**config.mk**
```make
export PLATFORM = sky130hd
export DESIGN_NAME = chan_ofs_align
export DESIGN_NICKNAME = d
export VERILOG_FILES = /design/src/rtl/cofs_pkg.sv /design/src/rtl/cofs_slot_match.sv /design/src/rtl/cofs_correct.sv /design/src/rtl/cofs_align.sv /design/src/rtl/chan_ofs_align.sv
export SDC_FILE = /design/constraint.sdc
export NUM_CORES = 1
export LEC_CHECK = 0
export BUFFER_PORTS_ARGS = -buffer_cell sky130_fd_sc_hd__buf_2
export CAP_MARGIN = 30
export CORE_ASPECT_RATIO = 1.5
export CORE_UTILIZATION = 40
export DETAILED_ROUTE_END_ITERATION = 7
export PLACE_DENSITY = 0.77
export SYNTH_ARGS = -nofsm -noshare
export SYNTH_HDL_FRONTEND = slang
export SYNTH_HIERARCHICAL = 1
export SYNTH_SLANG_ARGS = --single-unit
```
**constraint.sdc**
```tcl
create_clock -name clk -period 11.9 [get_ports clk]
set_input_delay 1.785 -clock clk [delete_from_list [all_inputs] [get_ports clk]]
set_output_delay 1.785 -clock clk [all_outputs]
set_load 0.1 [all_outputs]
```
**src/rtl/cofs_pkg.sv**
```systemverilog
package cofs_pkg;
  localparam int RAW_W = 12;
  localparam int OUT_W = 16;
  localparam int EXT_W = RAW_W + 2;
  localparam int PAD_W = OUT_W - RAW_W;

  typedef logic [RAW_W-1:0]        raw_t;
  typedef logic signed [EXT_W-1:0] ext_t;
  typedef logic [OUT_W-1:0]        word_t;

  // Signed corrected value: raw +/- offset, or raw unchanged when no slot hits.
  function automatic ext_t offset_apply(raw_t raw, raw_t ofs, logic hit, logic pos);
    ext_t r;
    ext_t o;
    r = $signed({2'b00, raw});
    o = $signed({2'b00, ofs});
    if (!hit)     return r;
    else if (pos) return r + o;
    else          return r - o;
  endfunction

  // Clamp a signed corrected value into the unsigned raw range.
  function automatic raw_t clamp_raw(ext_t v);
    if (v[EXT_W-1])               return '0;
    else if (|v[EXT_W-2:RAW_W])   return '1;
    else                          return v[RAW_W-1:0];
  endfunction

  // Place the corrected value into the output word.
  function automatic word_t align_word(ext_t v, logic left);
    if (left) return {v[RAW_W-1:0], {PAD_W{1'b0}}};
    else      return {{(OUT_W-EXT_W){v[EXT_W-1]}}, v};
  endfunction
endpackage

```
**src/rtl/cofs_slot_match.sv**
```systemverilog
module cofs_slot_match #(
  parameter int NSLOT = 4,
  parameter int CH_W  = 5,
  localparam int IDX_W = (NSLOT > 1) ? $clog2(NSLOT) : 1
) (
  input  logic [CH_W-1:0]       chan,
  input  logic [NSLOT-1:0]      en,
  input  logic [NSLOT*CH_W-1:0] chans,
  output logic [NSLOT-1:0]      hit_vec,
  output logic [NSLOT-1:0]      grant,
  output logic                  any_hit,
  output logic [IDX_W-1:0]      sel_idx
);
  genvar gi;
  generate
    for (gi = 0; gi < NSLOT; gi++) begin : g_cmp
      assign hit_vec[gi] = en[gi] && (chans[gi*CH_W +: CH_W] == chan);
    end
  endgenerate

  // Lowest index wins: scan from the top so lower slots overwrite.
  always_comb begin
    grant   = '0;
    sel_idx = '0;
    for (int i = NSLOT-1; i >= 0; i--) begin
      if (hit_vec[i]) begin
        grant      = '0;
        grant[i]   = 1'b1;
        sel_idx    = IDX_W'(i);
      end
    end
  end

  assign any_hit = |hit_vec;
endmodule

```
**src/rtl/cofs_correct.sv**
```systemverilog
module cofs_correct
  import cofs_pkg::*;
(
  input  raw_t raw,
  input  raw_t ofs,
  input  logic hit,
  input  logic pos,
  input  logic sat,
  output ext_t corr,
  output logic sat_on
);
  ext_t sum;
  raw_t clamped;

  assign sum     = offset_apply(raw, ofs, hit, pos);
  assign clamped = clamp_raw(sum);
  assign sat_on  = hit && sat;
  assign corr    = sat_on ? $signed({2'b00, clamped}) : sum;
endmodule

```
**src/rtl/cofs_align.sv**
```systemverilog
module cofs_align
  import cofs_pkg::*;
(
  input  ext_t  corr,
  input  logic  left,
  output word_t word
);
  assign word = align_word(corr, left);
endmodule

```
**src/rtl/chan_ofs_align.sv**
```systemverilog
module chan_ofs_align
  import cofs_pkg::*;
#(
  parameter int NSLOT = 4,
  parameter int CH_W  = 5,
  localparam int IDX_W = (NSLOT > 1) ? $clog2(NSLOT) : 1
) (
  input  logic                   clk,
  input  logic                   rst_n,
  input  logic [NSLOT-1:0]       slot_en,
  input  logic [NSLOT*CH_W-1:0]  slot_chan,
  input  logic [NSLOT*RAW_W-1:0] slot_ofs,
  input  logic [NSLOT-1:0]       slot_pos,
  input  logic [NSLOT-1:0]       slot_sat,
  input  logic                   align_left,
  input  logic                   in_valid,
  input  logic [CH_W-1:0]        in_chan,
  input  logic                   in_inj,
  input  logic [RAW_W-1:0]       in_data,
  output logic                   out_valid,
  output logic [CH_W-1:0]        out_chan,
  output logic                   out_inj,
  output logic [OUT_W-1:0]       out_data
);
  logic [NSLOT-1:0] hit_vec;
  logic [NSLOT-1:0] grant;
  logic             any_hit;
  logic [IDX_W-1:0] sel_idx;
  raw_t             sel_ofs;
  logic             sel_pos;
  logic             sel_sat;
  ext_t             corr;
  logic             sat_on;
  word_t            word_next;

  cofs_slot_match #(.NSLOT(NSLOT), .CH_W(CH_W)) u_match (
    .chan    (in_chan),
    .en      (slot_en),
    .chans   (slot_chan),
    .hit_vec (hit_vec),
    .grant   (grant),
    .any_hit (any_hit),
    .sel_idx (sel_idx)
  );

  assign sel_ofs = slot_ofs[sel_idx*RAW_W +: RAW_W];
  assign sel_pos = slot_pos[sel_idx];
  assign sel_sat = slot_sat[sel_idx];

  cofs_correct u_corr (
    .raw    (in_data),
    .ofs    (sel_ofs),
    .hit    (any_hit),
    .pos    (sel_pos),
    .sat    (sel_sat),
    .corr   (corr),
    .sat_on (sat_on)
  );

  cofs_align u_align (
    .corr (corr),
    .left (align_left),
    .word (word_next)
  );

  always_ff @(posedge clk) begin
    if (!rst_n) begin
      out_valid <= 1'b0;
      out_chan  <= '0;
      out_inj   <= 1'b0;
      out_data  <= '0;
    end else begin
      out_valid <= in_valid;
      if (in_valid) begin
        out_chan <= in_chan;
        out_inj  <= in_inj;
        out_data <= word_next;
      end
    end
  end
endmodule

```
* Word level (Yosys, flattened, before mapping) *
Index checks and enable logic that the tools add are counted.

storage, ports and cells
  input bits = 102
  register bits after elaboration = 23
  output and inout port bits = 23
  word-level logic and storage cells = 33

operators by class
  reductions and logical operators = 6
  multiplexer cells = 14
  order comparisons = 1
  $add $sub $neg = 2
  eq/ne operators = 4
  shift-type cells = 1
  $mul = 1

operator list
  cell                   count
  $shiftx A48 B7 Y12     1
  $mux W14               3
  $mux W12               2
  $eq A5 B5 Y1           4
  $mux W16               1
  $add A12 B12 Y13       1
  $sub A12 B12 Y13       1
  $mux W2                4
  $logic_and A1 B1 Y1    5
  $bmux W1 S2            2
  $mul A2 B2 Y4 const B  1
  $reduce_or A4 Y1       1
  $lt A2 B3 Y1 const B   1
  $mux W1                2

* Logic depth before layout (Yosys ltp) *
Gate-level depths: netlist of the first run.

  depth in word-level cells = 15
  mapped depth = 21

* By module *
The synthesis of the first run kept the hierarchy.

by module, submodules not included
  module           times used  area an instance (sq um)  cells each  seq. area each (sq um)
  cofs_correct     1           1466.4                    218         0.0
  chan_ofs_align   1           1218.7                    90          460.4
  cofs_slot_match  1           301.5                     40          0.0
  cofs_align       1           224.0                     18          0.0

* Worst setup path after synthesis of the first run *
Ideal clock, no wire load.

  kind = input to register
  from = input port in_chan[1]
  to = register out_data[7]
  data required time = 11780 ps
  path buffers = 2
  slack = 6407 ps
  cell stages on the path = 20
  data arrival time = 5373 ps
  cell sequence = xor2_1 -> nor4_1 -> and3_4 -> a21oi_1 -> nor2_1 -> buf_6 -> buf_12 -> mux4_2 -> ha_1 -> fa_1 -> nor2b_1 -> o21ai_1 -> nand2_1 -> a41o_1 -> nand2b_1 -> nand2_2 -> a311oi_1 -> mux2_2 -> mux2i_1 -> nor2b_1

between the ends
  elaborated cells on any way between the ends = 28
  those cells by class = add/sub (2); mul (1); eq/ne (4); shift (1); mux (14); reduce/logical (6)

RTL lines
  what                                                  RTL line                        text
  from (decl)                                           chan_ofs_align.sv:17            input logic [CH_W-1:0] in_chan,
  $eq A5 B5 Y1 (*)                                      cofs_slot_match.sv:17           assign hit_vec[gi] = en[gi] && (chans[gi*CH_W +: CH_W] == chan);
  $logic_and A1 B1 Y1 (*)                               cofs_slot_match.sv:17
  net hit_vec[1]                                        chan_ofs_align.sv:25            logic [NSLOT-1:0] hit_vec;
  $mux W2 (*) (2 in a row)                              cofs_slot_match.sv:26           if (hit_vec[i]) begin
  net sel_idx[0]                                        chan_ofs_align.sv:28            logic [IDX_W-1:0] sel_idx;
  $mul A2 B2 Y4 (*)                                     chan_ofs_align.sv:46            assign sel_ofs = slot_ofs[sel_idx*RAW_W +: RAW_W];
  $shiftx A48 B7 Y12 (*)                                chan_ofs_align.sv:46
  net sel_ofs[0]                                        chan_ofs_align.sv:29            raw_t sel_ofs;
  $sub A12 B12 Y13 or $add A12 B12 Y13 (tied branches)  cofs_pkg.sv:19, cofs_pkg.sv:18
  $mux W14 (*)                                          cofs_pkg.sv:18                  else if (pos) return r + o;
  $mux W14 (*)                                          cofs_pkg.sv:17                  if (!hit) return r;
  $mux W12                                              cofs_pkg.sv:25                  else if (|v[EXT_W-2:RAW_W]) return '1;
  $mux W12                                              cofs_pkg.sv:24                  if (v[EXT_W-1]) return '0;
  $mux W14 (*)                                          cofs_correct.sv:18              assign corr = sat_on ? $signed({2'b00, clamped}) : sum;
  net corr[7]                                           chan_ofs_align.sv:32            ext_t corr;
  $mux W16 (*)                                          cofs_pkg.sv:31                  if (left) return {v[RAW_W-1:0], {PAD_W{1'b0}}};
  net word_next[7]                                      chan_ofs_align.sv:34            word_t word_next;
  to (signal assigned)                                  chan_ofs_align.sv:77            out_data <= word_next;
  to (decl)                                             chan_ofs_align.sv:23            output logic [OUT_W-1:0] out_data

The timed path passes the listed nets; every way through them passes the cells marked *. The select of a mux whose other input is x is not followed.
A chain may end at the register's enable or synchronous reset.

* Worst setup path in the final report of the first run *
  from = input port in_chan[2]
  to = register out_data[10]

between the ends
  longest elaborated chain between the ends = 15
  elaborated cells on any way between the ends = 28
  those cells by class = add/sub (2); mul (1); eq/ne (4); shift (1); mux (14); reduce/logical (6)

RTL lines
  what                                                  RTL line
  $eq A5 B5 Y1 (*)                                      cofs_slot_match.sv:17
  $logic_and A1 B1 Y1 (*)                               cofs_slot_match.sv:17
  net hit_vec[3]                                        chan_ofs_align.sv:25
  $mux W2 (*) (4 in a row)                              cofs_slot_match.sv:26
  net sel_idx[0]                                        chan_ofs_align.sv:28
  $mul A2 B2 Y4 (*)                                     chan_ofs_align.sv:46
  $shiftx A48 B7 Y12 (*)                                chan_ofs_align.sv:46
  net sel_ofs[2]                                        chan_ofs_align.sv:29
  $sub A12 B12 Y13 or $add A12 B12 Y13 (tied branches)  cofs_pkg.sv:19, cofs_pkg.sv:18
  $mux W14 (*)                                          cofs_pkg.sv:18
  $mux W14 (*)                                          cofs_pkg.sv:17
  $mux W12                                              cofs_pkg.sv:25
  $mux W12                                              cofs_pkg.sv:24
  $mux W14 (*)                                          cofs_correct.sv:18
  net corr[10]                                          chan_ofs_align.sv:32
  $mux W16 (*)                                          cofs_pkg.sv:31
  net word_next[10]                                     chan_ofs_align.sv:34

Marks and branches as above.

==> results of run 1 <==
==> worst min-delay path, delay by kind of cell, from the launching register on <==
kind             cells  cell delay [ns]
DFF                  1             0.32
and+or+nand+nor      1             0.09
muxes                1             0.06
==> path summary, 6_finish.rpt <==
kind           startpoint  slack, ns           end
max reg2reg  out_data[10]      11.22  out_data[10]
min           out_data[7]       0.51   out_data[7]
max            in_chan[2]       5.70  out_data[10]
min reg2reg   out_data[7]       0.51   out_data[7]
==> routing by layer <==
metal	track usage, %	routed length [µm]	vias to the layer above
met5	0	0	-
met3	2.00	326	22
met1	23.5	3270	1430
met2	38.9	4690	94
met4	8.30	255	0
li1	-	-	1508
==> stage by stage <==
step           worst slack [ns]  instance area, µm²  utilization (%)  std cells  hold slack [ns]
5_1_grt                    5.20                3910             51.0        574            0.537
3_5_place_dp               5.10                3810             49.8        569            0.503
3_3_place_gp               5.23                3800             49.6        568            0.493
4_1_cts                    5.33                3890             50.8        573            0.520
2_1_floorplan              6.42                3190                -        361            0.981
6_report                   5.70                3910             51.0        574            0.514
==> where the power goes <==
group | total (mW) | internal, mW | switching (mW)
Sequential | 0.0851 | 0.0823 | 0.00287
Clock | 0.0743 | 0.0453 | 0.0290
Combinational | 0.191 | 0.0747 | 0.117
==> layout make-up <==
type                    count  area, µm²  share of cell area (%)
inverters                  25       93.8                    2.40
flip-flops and latches     23        460                    11.8
well taps                 102        128                    3.26
multi-input cells         293       2490                    63.8
clock buffers               3       75.1                    1.92
clock inverters             1       5.00                   0.128
repair buffers            127        654                    16.7
==> sequential cells by signal, indices dropped and copies added, names as in the netlist <==
name / flops
out_chan: 5
out_data: 16
out_valid: 1
out_inj: 1
==> cell usage in the layout, fill, tap and decap left out, types with 3 or more instances in the layout <==
| master | count |
|---|---|
| buf_2 | 124 |
| nand3_1 | 3 |
| dfxtp_1 | 23 |
| nand3b_1 | 4 |
| clkbuf_16 | 3 |
| inv_1 | 25 |
| mux2_2 | 6 |
| o21ai_0 | 11 |
| nand2_1 | 21 |
| a21o_1 | 4 |
| xnor2_1 | 12 |
| nand2b_1 | 9 |
| and3_1 | 3 |
| a311oi_1 | 3 |
| o21a_1 | 4 |
| and2b_2 | 4 |
| mux2i_1 | 27 |
| mux4_1 | 4 |
| ha_1 | 24 |
| mux4_2 | 10 |
| nor2_1 | 23 |
| nor2b_1 | 25 |
| xor2_1 | 17 |
| nor4_1 | 5 |
| mux2_4 | 6 |
| a21oi_1 | 27 |
==> results.md, run 1 <==
- Remaining Overflow, GRT: 0
- Final count of pins violating max slew: 0
- CTS tree: done
- Worst-path cell chain: buf_2, xor2_1, nor4_1, and3_1, a21oi_1, nor2_2, buf_8, mux4_2, inv_1, ha_1, nor2b_4, o2111ai_2, nand3b_1, a211o_1, nor2_1, nor2_1, o21a_1, mux2_4, mux2i_1, nor2b_1
- Layout cells sized above 1: 35.8%
- Num CTS Buffers: 3
- Crit-path max cell delay: 0.56 ns
- Die ar.: 8330 µm²
- Status: complete, no violations
- Worst Hold Depth: 2
- Clk Latency, worst-skew pair: 0.26 ns
- Num rows: 39
- Worst path slowest cell: nor2_1
- Post-Syn Area: 3190 µm²
- Routed len/inst: 14.9 µm
- Remaining DRCs: 0
- Clock Tree Buf Depth: 2
- Clock sink count: 23
- Vias per std cell: 5.32
- Number of global-route vias before repair: 3108
- H-Tree Depth: 1
- Syn_area_per_cell: 8.82 µm²
- Root buffer cell: clkbuf_16
- CP max FO: 12
- Final worst path period need: 6.20 ns
- Gpl congestion: 0.905
- Worst-path clk slew: 0.07 ns
- Worst slew pin tran: 0.705 ns
- WP data required: 12.05 ns
- Buf/Inv on CP: 3
- Vias: 3054
- PwrDens: 89.7 nW/µm²
- CTS resizes: 0
- Final Power: 0.351 mW
- Fill cells: 716
- Static leakage: 1.89 nW
- Max-cap viol count: 0
- Port bufs: 124
- Critical Path Sink Type: flip-flop
- IR drop worst, VDD: 0.123 mV
- Final setup violation count: 0
- Syn. warnings: 6
- Hold buffer count at cts: 0
- Total stage count of the critical path: 20
- Initial DRT Pass Iterations: 4
- Worst Hold Class: reg2reg
- DRT iter0 DRCs: 125
- Antenna violations before repair: 0
- Area Growth Syn to Fin: 22.7%
- Initial Util: 41.6%
- Setup TNS: 0 ns
- Setup bufs post-CTS: 0
- Total global-route track usage: 21.0%
- FMAX: 0.161 GHz
- Pin count of the biggest net entering global routing: 25
- Max_slew headroom: 52.8%
- N_diodes: 0
- Post-Syn Nets: 489
- Total core area: 7660 µm²
- I/O pins: 125
- Post-DP HPWL: 7090 µm
- Endpoints failing hold: 0
- First-pass GRT wire length: 13900 µm
- Crit path top cell by count: nor2_1
- Arrival @ worst endpoint: 6.35 ns
- Final period util: 52.1%
- Detailed Route WL: 8540 µm
- WS Path Type: in2reg
- Clock skew: 0 ns
- Die Span Y: 111 µm
- R2R depth: 2
- Worst Setup Start Kind: input pin
- ANT nets after route: 0
- Final nets: 601
- Top Family by Delay on Critical Path: simple AND/OR/NAND/NOR gates
- Die X: 74.9 µm
- Syn Inst Count: 361
- RSZ-0062 raised after global routing: no
No activity file was read; power rests on OpenSTA's default activity.
==> run 2, diff against run 1 <==
Settings changed: ABC_AREA set to 1.
Clock period 11.9 ns to 4.96 ns, I/O delays scaled along.
==> results.md, run 2 <==
- Design area: 4470 µm²
- Syn_area_per_cell: 5.19 µm²
- IR drop worst, VDD: 0.332 mV
- Post-DP HPWL: 8750 µm
- I/O pins: 125
- Largest regs: out_data x16, out_chan x5
- CP startpoint: in_chan[1]
- Worst slew pin tran: 0.549 ns
- H-Tree Depth: 1
- Vias: 4454
- Top Family by Delay on Critical Path: simple AND/OR/NAND/NOR gates
- Routed len/inst: 10.9 µm
- Status: complete, no violations
- Area Growth Syn to Fin: 16.6%
- Clock Tree Buf Depth: 2
- Final period util: 78.8%
- Total core area: 9250 µm²
- N_diodes: 0
- Max-cap viol count: 0
- Reg2reg start: out_data[15]
- Worst-path clk slew: 0.05 ns
- Register-to-Register Setup Slack: 4.32 ns
- Final setup violation count: 0
- Fin Hold WS: 0.480 ns
- WS Path Type: in2reg
- Crit-path max cell delay: 0.36 ns
- Setup TNS: 0 ns
- Clock skew: 0 ns
- DRT iter0 DRCs: 182
- Worst Hold Class: reg2reg
- Max_slew headroom: 63.3%
- Placed Area: 4390 µm²
- Post-Syn Nets: 867
- Num CTS Buffers: 3
- Worst Setup Start Kind: input pin
- Die Span Y: 122 µm
- WP data required: 5.11 ns
- PwrDens: 210 nW/µm²
- Initial DRT Pass Iterations: 5
- Hold buffer count at cts: 0
- Final core utilization: 48.3%
- Arrival @ worst endpoint: 4.05 ns
- Endpoints failing hold: 0
- Pin count of the biggest net entering global routing: 29
- Fill cells: 1046
- First-pass GRT wire length: 17100 µm
- ANT nets after route: 0
- Worst path slowest cell: fa_1
- Largest reg by FF count: out_data
- Die ar.: 9980 µm²
- Critical Path Sink Type: flip-flop
- Gpl congestion: 0.998
- Static leakage: 2.89 nW
- Buf/Inv on CP: 4
- Num rows: 43
- Final nets: 975
- Layout cells sized above 1: 20.1%
- Detailed Route WL: 10400 µm
- Number of global-route vias before repair: 3998
- Clk Latency, worst-skew pair: 0.25 ns
- Post-Syn Area: 3830 µm²
- Crit path top cell by count: nand2_1
- Root buffer cell: clkbuf_16
- Die X: 81.9 µm
- Port bufs: 124
- Largest register FFs: 16
- Vias per std cell: 4.65
- Final count of pins violating max slew: 0
- FMAX: 0.256 GHz
- CP max FO: 28
- Clock sink count: 23
- Setup bufs post-CTS: 0
- CTS resizes: 0
- Hold path start: out_data[11]
- Initial Util: 41.4%
- CTS tree: done
- Highest-count cells in the layout ignoring fill and taps: 267 x nand2_1, 135 x inv_1, 124 x buf_2
- Final worst path period need: 3.91 ns
- Syn Inst Count: 739
- Total global-route track usage: 21.6%
- Syn. warnings: 6
- Most common cell after layout, fill and taps aside: nand2_1
- Remaining DRCs: 0
- Antenna violations before repair: 0
- RSZ-0062 raised after global routing: no
- Remaining Overflow, GRT: 0
## run 2: per-stage QoR
| step | setup slack, ns | power [mW] | cells |
|---|---|---|---|
| 6_report | 1.05 | 0.938 | 958 |
| 4_1_cts | 1.09 | 0.939 | 958 |
| 5_1_grt | 0.704 | 1.02 | 958 |
| 3_3_place_gp | 0.892 | 0.764 | 954 |
| 2_1_floorplan | 1.40 | 0.650 | 739 |
| 3_5_place_dp | 0.832 | 0.767 | 954 |
## run 2: report_power, final
group / switching [mW] / total [mW] / internal, mW / leakage, nW
combinational: 0.391 / 0.564 / 0.173 / 2.67
sequential: 0.00619 / 0.205 / 0.199 / 0.191
clock: 0.0591 / 0.169 / 0.109 / 0.0382
total: 0.457 / 0.938 / 0.481 / 2.89
## run 2: tightest hold or removal path, delay by kind of cell, from the launching register on
kind / cells / cell delay, ns
AO/OA/AOI/OAI: 1 / 0.06
flip-flops: 1 / 0.32
AND/OR/NAND/NOR: 1 / 0.07
## run 2: final timing paths
path,cells past startpoint,to
max reg2reg,2,out_data[15]
max,28,out_data[12]
min reg2reg,2,out_data[11]
min,2,out_data[11]
## run 2: layer usage
layer	vias up	global-route usage, %	part of all wire [%]
li1	2436	-	-
met1	1859	23.9	42
met2	145	41.4	51
met3	14	1.57	4.8
met4	0	7.57	2.3
met5	-	0	0
## run 2: final cells by class
cell class,instances,area [µm²],share of cell area [%]
clock buffers,4,78.8,1.76
multi-input cells,543,2580,57.8
repair buffers,128,651,14.6
flip-flops and latches,23,460,10.3
well taps,112,140,3.14
inverters,148,556,12.4
